===== src/rtl/dobj_pkg.sv =====
package dobj_pkg;
  localparam logic [1:0] A_CTRL = 2'd0;
  localparam logic [1:0] A_STS  = 2'd1;
  localparam logic [1:0] A_WMB  = 2'd2;
  localparam logic [1:0] A_RMB  = 2'd3;

  localparam int CTL_ABORT = 0;
  localparam int CTL_IEN   = 1;
  localparam int CTL_GO    = 31;

  localparam int ST_BUSY = 0;
  localparam int ST_INT  = 1;
  localparam int ST_ERR  = 2;
  localparam int ST_RDY  = 31;

  localparam int LEN_W = 16;
endpackage


===== src/rtl/dobj_store.sv =====
module dobj_store #(
  parameter int DEPTH = 16,
  parameter int IDX_W = $clog2(DEPTH + 1)
) (
  input  logic             clk_i,
  input  logic             we_i,
  input  logic [IDX_W-1:0] waddr_i,
  input  logic [31:0]      wdata_i,
  input  logic [IDX_W-1:0] raddr_i,
  output logic [31:0]      rdata_o
);
  localparam int AW = (DEPTH > 1) ? $clog2(DEPTH) : 1;

  logic [31:0] mem [DEPTH];

  for (genvar g = 0; g < DEPTH; g++) begin : g_row
    always_ff @(posedge clk_i) begin
      if (we_i && (waddr_i == IDX_W'(g))) mem[g] <= wdata_i;
    end
  end

  assign rdata_o = mem[raddr_i[AW-1:0]];
endmodule


===== src/rtl/dobj_responder.sv =====
module dobj_responder #(
  parameter int LAT   = 4,
  parameter int IDX_W = 5
) (
  input  logic             clk_i,
  input  logic             rst_ni,
  input  logic             start_i,
  input  logic             kill_i,
  input  logic [IDX_W-1:0] count_i,
  output logic             busy_o,
  output logic             done_o,
  output logic [IDX_W-1:0] count_o
);
  localparam int CW = $clog2(LAT + 1);

  logic          busy_q;
  logic [CW-1:0] cnt_q;
  logic [IDX_W-1:0] count_q;

  assign done_o  = busy_q && (cnt_q == '0) && !kill_i;
  assign busy_o  = busy_q;
  assign count_o = count_q;

  always_ff @(posedge clk_i or negedge rst_ni) begin
    if (!rst_ni) begin
      busy_q  <= 1'b0;
      cnt_q   <= '0;
      count_q <= '0;
    end else if (kill_i) begin
      busy_q <= 1'b0;
      cnt_q  <= '0;
    end else if (start_i) begin
      busy_q  <= 1'b1;
      cnt_q   <= CW'(LAT - 1);
      count_q <= count_i;
    end else if (done_o) begin
      busy_q <= 1'b0;
    end else if (busy_q) begin
      cnt_q <= cnt_q - 1'b1;
    end
  end
endmodule


===== src/rtl/dobj_irq.sv =====
module dobj_irq (
  input  logic clk_i,
  input  logic rst_ni,
  input  logic set_i,
  input  logic clr_i,
  output logic sts_o
);
  always_ff @(posedge clk_i or negedge rst_ni) begin
    if (!rst_ni)    sts_o <= 1'b0;
    else if (set_i) sts_o <= 1'b1;
    else if (clr_i) sts_o <= 1'b0;
  end
endmodule


===== src/rtl/dobj_mailbox.sv =====
module dobj_mailbox
  import dobj_pkg::*;
#(
  parameter int DEPTH = 16,
  parameter int LAT   = 4
) (
  input  logic        clk_i,
  input  logic        rst_ni,
  input  logic        func_rst_ni,
  input  logic [1:0]  addr_i,
  input  logic        we_i,
  input  logic [31:0] wdata_i,
  output logic [31:0] rdata_o,
  output logic        irq_o
);
  localparam int IDX_W = $clog2(DEPTH + 1);
  localparam logic [IDX_W-1:0] IDX_ONE = IDX_W'(1);
  localparam logic [IDX_W-1:0] IDX_TWO = IDX_W'(2);
  localparam logic [IDX_W-1:0] IDX_MAX = IDX_W'(DEPTH);

  // transfer state sees both resets; interrupt state only the block reset
  logic trst_n;
  assign trst_n = rst_ni & func_rst_ni;

  logic             busy, done, ready_q, err_q, int_en_q, int_sts;
  logic [IDX_W-1:0] wr_idx_q, rd_idx_q, rsp_len_q, rsp_cnt;
  logic [LEN_W-1:0] hdr_len_q;
  logic [31:0]      buf_rdata;

  logic wr_ctrl, abort, go, wmb_wr, rmb_wr, sts_wr;
  logic wmb_bad, wmb_ok, go_bad, start, err_hit, err_set, pop, last_pop;

  assign wr_ctrl = we_i && (addr_i == A_CTRL);
  assign abort   = wr_ctrl && wdata_i[CTL_ABORT];
  assign go      = wr_ctrl && wdata_i[CTL_GO] && !abort;
  assign wmb_wr  = we_i && (addr_i == A_WMB);
  assign rmb_wr  = we_i && (addr_i == A_RMB);
  assign sts_wr  = we_i && (addr_i == A_STS);

  assign wmb_bad = busy || ready_q || (wr_idx_q == IDX_MAX) ||
                   ((wr_idx_q >= IDX_TWO) && (32'(wr_idx_q) >= 32'(hdr_len_q)));
  assign wmb_ok  = wmb_wr && !wmb_bad;
  assign go_bad  = go && (busy || ready_q || (wr_idx_q < IDX_TWO));
  assign start   = go && !go_bad;
  assign err_hit = (wmb_wr && wmb_bad) || go_bad;
  assign err_set = err_hit && !err_q;
  assign pop      = rmb_wr && ready_q;
  assign last_pop = pop && ((rd_idx_q + IDX_ONE) == rsp_len_q);

  dobj_store #(.DEPTH(DEPTH), .IDX_W(IDX_W)) u_store (
    .clk_i   (clk_i),
    .we_i    (wmb_ok),
    .waddr_i (wr_idx_q),
    .wdata_i (wdata_i),
    .raddr_i (rd_idx_q),
    .rdata_o (buf_rdata)
  );

  dobj_responder #(.LAT(LAT), .IDX_W(IDX_W)) u_rsp (
    .clk_i   (clk_i),
    .rst_ni  (trst_n),
    .start_i (start),
    .kill_i  (abort),
    .count_i (wr_idx_q),
    .busy_o  (busy),
    .done_o  (done),
    .count_o (rsp_cnt)
  );

  dobj_irq u_irq (
    .clk_i  (clk_i),
    .rst_ni (rst_ni),
    .set_i  (done || err_set),
    .clr_i  (sts_wr && wdata_i[ST_INT]),
    .sts_o  (int_sts)
  );

  always_ff @(posedge clk_i or negedge rst_ni) begin
    if (!rst_ni)      int_en_q <= 1'b0;
    else if (wr_ctrl) int_en_q <= wdata_i[CTL_IEN];
  end

  always_ff @(posedge clk_i or negedge trst_n) begin
    if (!trst_n) begin
      wr_idx_q  <= '0;
      rd_idx_q  <= '0;
      rsp_len_q <= '0;
      hdr_len_q <= '0;
      ready_q   <= 1'b0;
      err_q     <= 1'b0;
    end else if (abort) begin
      wr_idx_q <= '0;
      rd_idx_q <= '0;
      ready_q  <= 1'b0;
      err_q    <= 1'b0;
    end else begin
      if (err_hit) err_q <= 1'b1;
      if (start) wr_idx_q <= '0;
      else if (wmb_ok) begin
        wr_idx_q <= wr_idx_q + IDX_ONE;
        if (wr_idx_q == IDX_ONE) hdr_len_q <= wdata_i[LEN_W-1:0];
      end
      if (done) begin
        ready_q   <= 1'b1;
        rd_idx_q  <= '0;
        rsp_len_q <= rsp_cnt;
      end else if (last_pop) begin
        ready_q  <= 1'b0;
        rd_idx_q <= '0;
      end else if (pop) begin
        rd_idx_q <= rd_idx_q + IDX_ONE;
      end
    end
  end

  always_comb begin
    rdata_o = '0;
    unique case (addr_i)
      A_CTRL: rdata_o[CTL_IEN] = int_en_q;
      A_STS: begin
        rdata_o[ST_BUSY] = busy;
        rdata_o[ST_INT]  = int_sts;
        rdata_o[ST_ERR]  = err_q;
        rdata_o[ST_RDY]  = ready_q;
      end
      A_RMB:   rdata_o = ready_q ? buf_rdata : '0;
      default: rdata_o = '0;
    endcase
  end

  assign irq_o = int_sts && int_en_q;
endmodule


===== config.mk =====
export PLATFORM = sky130hd
export DESIGN_NAME = dobj_mailbox
export DESIGN_NICKNAME = d
export VERILOG_FILES = /design/src/rtl/dobj_pkg.sv /design/src/rtl/dobj_store.sv /design/src/rtl/dobj_responder.sv /design/src/rtl/dobj_irq.sv /design/src/rtl/dobj_mailbox.sv
export SDC_FILE = /design/constraint.sdc
export NUM_CORES = 1
export LEC_CHECK = 0
export ABC_CLOCK_PERIOD_IN_PS = 16570
export CELL_PAD_IN_SITES_DETAIL_PLACEMENT = 1
export CELL_PAD_IN_SITES_GLOBAL_PLACEMENT = 2
export CORE_UTILIZATION = 53
export CTS_CLUSTER_SIZE = 25
export DETAILED_ROUTE_END_ITERATION = 8
export GPL_ROUTABILITY_DRIVEN = 0
export HOLD_SLACK_MARGIN = 0.12
export PLACE_DENSITY_LB_ADDON = 0.1
export SLEW_MARGIN = 20
export SYNTH_ARGS = -nofsm -noshare
export SYNTH_HDL_FRONTEND = slang
export SYNTH_SLANG_ARGS = --single-unit

===== constraint.sdc =====
create_clock -name clk_i -period 16.57 [get_ports clk_i]
set_input_delay 4.971 -clock clk_i [delete_from_list [all_inputs] [get_ports clk_i]]
set_output_delay 4.971 -clock clk_i [all_outputs]
set_load 0.02 [all_outputs]

==> results by group, run 1 <==
Status
  • Run status: completed

Setup path
  • CP Data Required Time: ~12 ns
  • R2r endpoint: u_store.mem[13][19]
  • Flop2flop setup slack: approximately 12 ns
  • Critical path class: in -> out
  • Worst EP arrival: 7.19 ns
  • Critical path peak fanout: 30
  • Worst setup SP type: primary input
  • Worst setup path startpoint: addr_i[0]
  • Setup crit end kind: output pin
  • End point of the critical path: rdata_o[2]
  • R2R cell count: 7
  • Worst r2r src: wr_idx_q[2]

Timing
  • Final hold violation count: 0
  • Period utilization: 0.734
  • Slew Limit Fails: 0
  • Final setup vio count: 0
  • Fin crit period: between 10 and 15 ns
  • Fin Hold WS: 0.480 ns
  • RSZ-0062 raised after global routing: false
  • Worst Skew: 0.0217 ns
  • Slew of the pin with the lowest slew margin: approximately 0.99 ns
  • Setup TNS Final: 0 ns
  • Fmax achieved: 0.0822 GHz
  • Worst slew margin: 0.335

Clock network
  • CTS Sinks: about 560
  • Postcts setup bufs: 0
  • Num CTS Buffers: 55
  • Hold Buf Count CTS: 0
  • Root buffer cell: clkbuf_16
  • CTS H-Tree Depth: 2
  • CTS Buffer Depth: 3
  • Post-cts sizing count: 0
  • Clock transition at path regs: 0.06 ns
  • CTS tree: built
  • Clock Latency Late Sink: 0.61 ns

Global routing
  • Antenna violations before repair: 1
  • GRT Overall Usage: 0.242
  • Largest net degree at the start of global routing: 51
  • Congestion Overflow GR: 0
  • Vias in the first global route: 11.0k
  • First-pass GRT wire length: 72.3 mm

Synth
  • Mapped cell area: 21900 um^2
  • Register bit total from synthesis: 556
  • Synth area leader: edfxtp_1
  • Syn Area/Cell: approximately 22 um^2
  • Top post-synthesis cells by area: edfxtp_1 (70%), mux4_2 (16%), dfrtp_1 (5.0%), and2_1 (0.94%), ha_1 (0.74%)
  • Syn Inst Count: between 900 and 1k
  • Ys Warns: 0
  • Post-Syn Nets: 1043
  • Post-synthesis cell type count: 50
  • Sequential fraction of the synthesis area: 0.751
  • Yosys top cell area share: 0.701

Hold path
  • Hold Crit Depth: 2
  • HP Class: reg -> reg

Power
  • Peak supply drop: 0.0949 mV
  • Leakage: 7.85 nW
  • Pwr per Cell Area: around 140 nW/um^2

Floorplanning
  • Full die area: 42200 um^2
  • Die X: 205 um
  • I/O pins: 71
  • Core ar.: between 40000 and 50000 um^2
  • Row cnt: 74
  • Initial cell density of the core: 0.537
  • Die Span Y: 205 um

Route
  • WL per Instance: 29.1 um
  • Residual DRC: 0
  • Total number of vias: 10.4k
  • 1st-iter DRT viols: 928
  • DRT Wirelength: ~49 mm
  • Final ANT Viol Nets: 0
  • Via/cell ratio: 6.20
  • Drt pass-1 iters: 7

Cells and area
  • Layout cells sized above 1: 0.267
  • # nets final: around 1.1k
  • Layout area overhead: 13.9%
  • Final instance area: 25000 um^2
  • Antenna cell count: 0

Place
  • Post-DP HPWL: 25.9 mm
  • Placed Area: 23300 um^2
  • PortBufs: 70

Flow run
  • Max-cap violations: 0
worst min path at each step:
stage                     slack, ns               end        startpoint
after floorplan                0.44      rsp_len_q[2]  u_rsp.count_o[2]
after global placement         0.46      rsp_len_q[2]  u_rsp.count_o[2]
after detailed placement       0.47      rsp_len_q[2]  u_rsp.count_o[2]
after CTS                      0.49      rsp_len_q[2]  u_rsp.count_o[2]
after global routing           0.52  u_rsp.count_o[1]  u_rsp.count_o[1]
final                          0.48      rsp_len_q[2]  u_rsp.count_o[2]
per-stage QoR:
| stage | util | power (mW) | setup WS, ns | cells |
|---|---|---|---|---|
| global placement | 0.571 | 2.39 | 4.43 | 1571 |
| finish | 0.612 | 3.53 | 4.41 | 1674 |
| detailed placement | 0.571 | 2.40 | 4.41 | 1571 |
| CTS | 0.612 | 3.57 | 4.40 | 1674 |
| floorplan | - | 2.22 | 5.53 | 992 |
| global route | 0.612 | 3.66 | 4.28 | 1674 |
registers in the layout (all words and copies together) (netlist names):
register,cells
rd_idx_q,5
hdr_len_q,16
u_rsp.cnt_q,3
u_irq.sts_o,1
err_q,1
ready_q,1
rsp_len_q,5
int_en_q,1
u_store.mem,512
u_rsp.count_o,5
u_rsp.busy_o,1
wr_idx_q,5
per-layer routing:
layer	wire length, um	vias up	GRT usage	share of wire
met5	13	-	0	0.00027
met4	988	2	0.0632	0.020
met3	2750	73	0.0431	0.056
met2	23800	345	0.388	0.49
met1	21200	5612	0.348	0.44
li1	-	4352	-	-
worst max-delay path: stages:
cell and delay, ns:
clkdlybuf4s50_1 0.61, and3_1 0.20, buf_4 0.37, nand2_1 0.14, a2bb2oi_1 0.18, o31ai_1 0.07
clkdlybuf4s50_1 0.64
synth_stat cells, drive strengths merged:
| cell type | count |
|---|---|
| nand2 | 19 |
| nor4 | 7 |
| o31ai | 7 |
| nor2 | 17 |
| o21ai | 12 |
| a311oi | 2 |
| o211ai | 3 |
| ha | 13 |
| xor2 | 4 |
| edfxtp | 512 |
| a311o | 2 |
| nand3b | 1 |
| nor3b | 3 |
| and4 | 1 |
| o22ai | 2 |
| nor3 | 12 |
| dfrtp | 44 |
| or4 | 1 |
| or2 | 1 |
| o2111ai | 1 |
| nor2b | 5 |
| a221oi | 1 |
| buf | 30 |
| clkbuf | 19 |
| mux2 | 24 |
| mux2i | 6 |
| nand4 | 3 |
| a2bb2oi | 1 |
| nand3 | 8 |
| mux4 | 157 |
| o311ai | 1 |
| nand2b | 3 |
| nand4b | 1 |
| and2 | 33 |
| and3 | 4 |
| a31oi | 1 |
| a21oi | 9 |
| xnor2 | 6 |
| o311a | 2 |
| inv | 14 |
report_power, final:
part	internal, mW	switching (mW)	leakage, nW
clock	0.652	0.515	0.819
sequential	1.59	0.0778	5.19
combinational	0.378	0.318	1.85
placed cells by master, fill, tap and decap left out, types with 10 or more instances in the layout:
| cell type | netlist | final |
|---|---|---|
| and2_1 | 33 | 32 |
| buf_4 | 1 | 25 |
| clkbuf_1 | 19 | 10 |
| clkbuf_16 | 0 | 56 |
| clkdlybuf4s50_1 | 0 | 70 |
| clkinv_1 | 0 | 22 |
| dfrtp_1 | 44 | 40 |
| edfxtp_1 | 512 | 512 |
| ha_1 | 13 | 13 |
| inv_1 | 14 | 14 |
| mux2_2 | 14 | 14 |
| mux2_4 | 10 | 10 |
| mux4_2 | 157 | 157 |
| nand2_1 | 19 | 19 |
| nor2_1 | 16 | 16 |
| nor3_2 | 1 | 10 |
| o21ai_0 | 11 | 11 |
final cells by class:
cell class,instances,area (um^2)
well taps,532,666
inverters,14,52.6
clock buffers,67,1450
repair buffers,96,900
fillers,3385,15800
multi-input cells,373,5200
flip-flops and latches,556,16500
clock inverters,36,224
kinds of logic (layout without fill, tap and decap cells):
kind of cell / count (synthesis) / count (layout) / synth area share
adders and majority gates: 13 / 13 / 0.00742
AOI/OAI and AO/OA: 44 / 44 / 0.0143
DFF: 556 / 556 / 0.751
muxes: 187 / 187 / 0.178
and+or+nand+nor: 119 / 119 / 0.0300
buffers and inverters: 63 / 213 / 0.0148
xor gates and xnor gates: 10 / 10 / 0.00399
No activity file was read; power rests on OpenSTA's default activity.
==> run 2, diff against run 1 <==
Settings changed: ABC_CLOCK_PERIOD_IN_PS 16570 to 12160, CORE_UTILIZATION 53 to 49.
Clock period 16.57 ns to 12.16 ns, I/O delays scaled along.
==> run 2 against run 1 <==
Combinational power grew 37%. Sequential share of layout area shrank 0.57 points. Critical path depth is the same. Critical path type unchanged. Largest power group unchanged. Highest routed layer is now met4.
==> results by group, run 2 (synthesized netlist as in run 1, its figures left out) <==
Status
  • Run status: completed (unchanged)

Hold path
  • Hold Crit Depth: 2 (unchanged)
  • Hold Startpoint: u_rsp.count_o[1] (was u_rsp.count_o[2])
  • Hold Path End: u_rsp.count_o[1] (was rsp_len_q[2])
  • HP Class: reg -> reg (unchanged)

Global routing
  • GRT Overall Usage: 0.225 (was 0.242)
  • First-pass GRT wire length: 72.2 mm (was 72.3 mm)
  • Congestion Overflow GR: 0 (unchanged)
  • Vias in the first global route: 11.0k (about the same)
  • Largest net degree at the start of global routing: 98 (was 51)
  • Antenna violations before repair: 0 (was 1)

Floorplanning
  • I/O pins: 71 (unchanged)
  • Die Span Y: 214 um (was 205 um)
  • Die X: 214 um (was 205 um)
  • Row cnt: 77 (was 74)
  • Core ar.: 44200 um^2 (was 40800 um^2)
  • Initial cell density of the core: 0.496 (was 0.537)
  • Full die area: 45600 um^2 (was 42200 um^2)

Clock network
  • Num CTS Buffers: 57 (was 55)
  • Postcts setup bufs: 0 (unchanged)
  • CTS H-Tree Depth: 2 (unchanged)
  • Post-cts sizing count: 0 (unchanged)
  • CTS Sinks: 556 (unchanged)
  • Clock transition at path regs: 0.06 ns (about the same)
  • Hold Buf Count CTS: 0 (unchanged)
  • Root buffer cell: clkbuf_16 (unchanged)
  • Clock Latency Late Sink: 0.61 ns (about the same)
  • CTS tree: built (unchanged)
  • CTS Buffer Depth: 3 (unchanged)

Timing
  • Final hold violation count: 0 (unchanged)
  • Slew of the pin with the lowest slew margin: 0.935 ns (was 0.991 ns)
  • Fmax achieved: roughly 0.10 GHz
  • Setup TNS Final: 0 ns (unchanged)
  • Worst Skew: 0.0269 ns (was 0.0217 ns)
  • Fin crit period: between 9 and 10 ns
  • Final setup vio count: 0 (unchanged)
  • Period utilization: 0.785
  • RSZ-0062 raised after global routing: false (unchanged)
  • Worst setup margin: 2.61 ns (was 4.41 ns)
  • Worst slew margin: 0.376 (was 0.335)
  • Slew Limit Fails: 0 (unchanged)

Route
  • Residual DRC: 0 (unchanged)
  • Final ANT Viol Nets: 0 (unchanged)
  • DRT Wirelength: 49.1 mm (was 48.7 mm)
  • Via/cell ratio: 5.92 (was 6.20)
  • 1st-iter DRT viols: 741 (was 928)
  • WL per Instance: 28.2 um (was 29.1 um)
  • Drt pass-1 iters: 5 (was 7)
  • Total number of vias: 10.3k (was 10.4k)

Setup path
  • Setup crit end kind: output pin (unchanged)
  • R2r endpoint: u_store.mem[2][18] (was u_store.mem[13][19])
  • Worst setup SP type: primary input (unchanged)
  • Critical path class: in -> out (unchanged)
  • Flop2flop setup slack: 8.46 ns (was 12.23 ns)
  • CP Data Required Time: 8.51 ns (was 11.60 ns)
  • Critical path peak fanout: 30 (unchanged)
  • Worst r2r src: wr_idx_q[2] (unchanged)
  • R2R cell count: 7 (unchanged)
  • Worst EP arrival: 5.90 ns (was 7.19 ns)

Power
  • Peak supply drop: 0.120 mV (was 0.0949 mV)
  • Pwr per Cell Area: 194 nW/um^2 (was 141 nW/um^2)
  • Leakage: 7.93 nW (was 7.85 nW)

Cells and area
  • Max FFs per register: 512 (unchanged)
  • # nets final: 1150 (was 1147)
  • Layout area overhead: 14.9% (was 13.9%)
  • Top reg by flops: u_store.mem (unchanged)
  • Most common cell after layout, fill and taps aside: edfxtp_1 (unchanged)
  • Antenna cell count: 0 (unchanged)
  • Commonest non-fill, non-tap cells in the layout: edfxtp_1 (512), mux4_2 (157), clkdlybuf4s50_1 (70) (unchanged)
  • Layout cells sized above 1: 0.273 (was 0.267)
  • Biggest regs: u_store.mem x512, hdr_len_q x16 (unchanged)

Place
  • PortBufs: 70 (unchanged)
  • Pre-CTS setup slack: 2.59 ns (was 4.41 ns)
  • Post-DP HPWL: 25.1 mm (was 25.9 mm)

Flow run
  • Max-cap violations: 0 (unchanged)
-- run 2: worst max path at each step --
stage               from     endpoint  slack, ns  depth (start not counted)
2_1_floorplan  addr_i[0]  rdata_o[20]       3.77                          5
3_3_place_gp   addr_i[0]   rdata_o[2]       2.64                          7
3_5_place_dp   addr_i[0]   rdata_o[2]       2.59                          7
4_1_cts        addr_i[0]   rdata_o[2]       2.59                          7
5_1_grt        addr_i[0]   rdata_o[2]       2.48                          7
6_report       addr_i[0]   rdata_o[2]       2.61                          7
-- run 2: metrics by stage --
| stage | power [mW] | hold WS (ns) | instances | utilization | area (um^2) |
|---|---|---|---|---|---|
| after floorplan | 3.02 | 0.444 | 992 | - | 21900 |
| final | 4.90 | 0.482 | 1738 | 0.570 | 25200 |
| after detailed placement | 3.28 | 0.469 | 1632 | 0.529 | 23400 |
| after CTS | 4.97 | 0.486 | 1738 | 0.570 | 25200 |
| after global routing | 5.10 | 0.500 | 1738 | 0.570 | 25200 |
| after global placement | 3.27 | 0.460 | 1632 | 0.529 | 23400 |
-- run 2: final cells by class --
cell class | count | area, um^2
Clock buffer | 75 | 1540
Clock inverter | 31 | 259
Fill cell | 3699 | 19000
Inverter | 14 | 52.6
Multi-Input combinational cell | 373 | 5200
Sequential cell | 556 | 16500
Tap cell | 592 | 741
Timing Repair Buffer | 97 | 916
-- run 2: routing by layer --
metal	track usage	share of wire	vias to the layer above
li1	-	-	4374
met3	0.0404	0.050	58
met2	0.359	0.49	267
met5	0	0	-
met4	0.0532	0.016	0
met1	0.327	0.45	5591
-- run 2: power breakdown --
| group | total [mW] | switching [mW] | internal [mW] | leakage (nW) |
|---|---|---|---|---|
| clock network | 1.68 | 0.707 | 0.975 | 0.888 |
| logic | 0.955 | 0.440 | 0.516 | 1.85 |
| registers | 2.26 | 0.0934 | 2.17 | 5.19 |
| total | 4.90 | 1.24 | 3.66 | 7.93 |
-- run 2: worst max-delay path, stage by stage --
cell and delay (ns):
clkdlybuf4s50_1 0.64, and3_1 0.20, buf_4 0.38, nand2_1 0.13, a2bb2oi_1 0.17, o31ai_1 0.08, clkdlybuf4s50_1 0.65
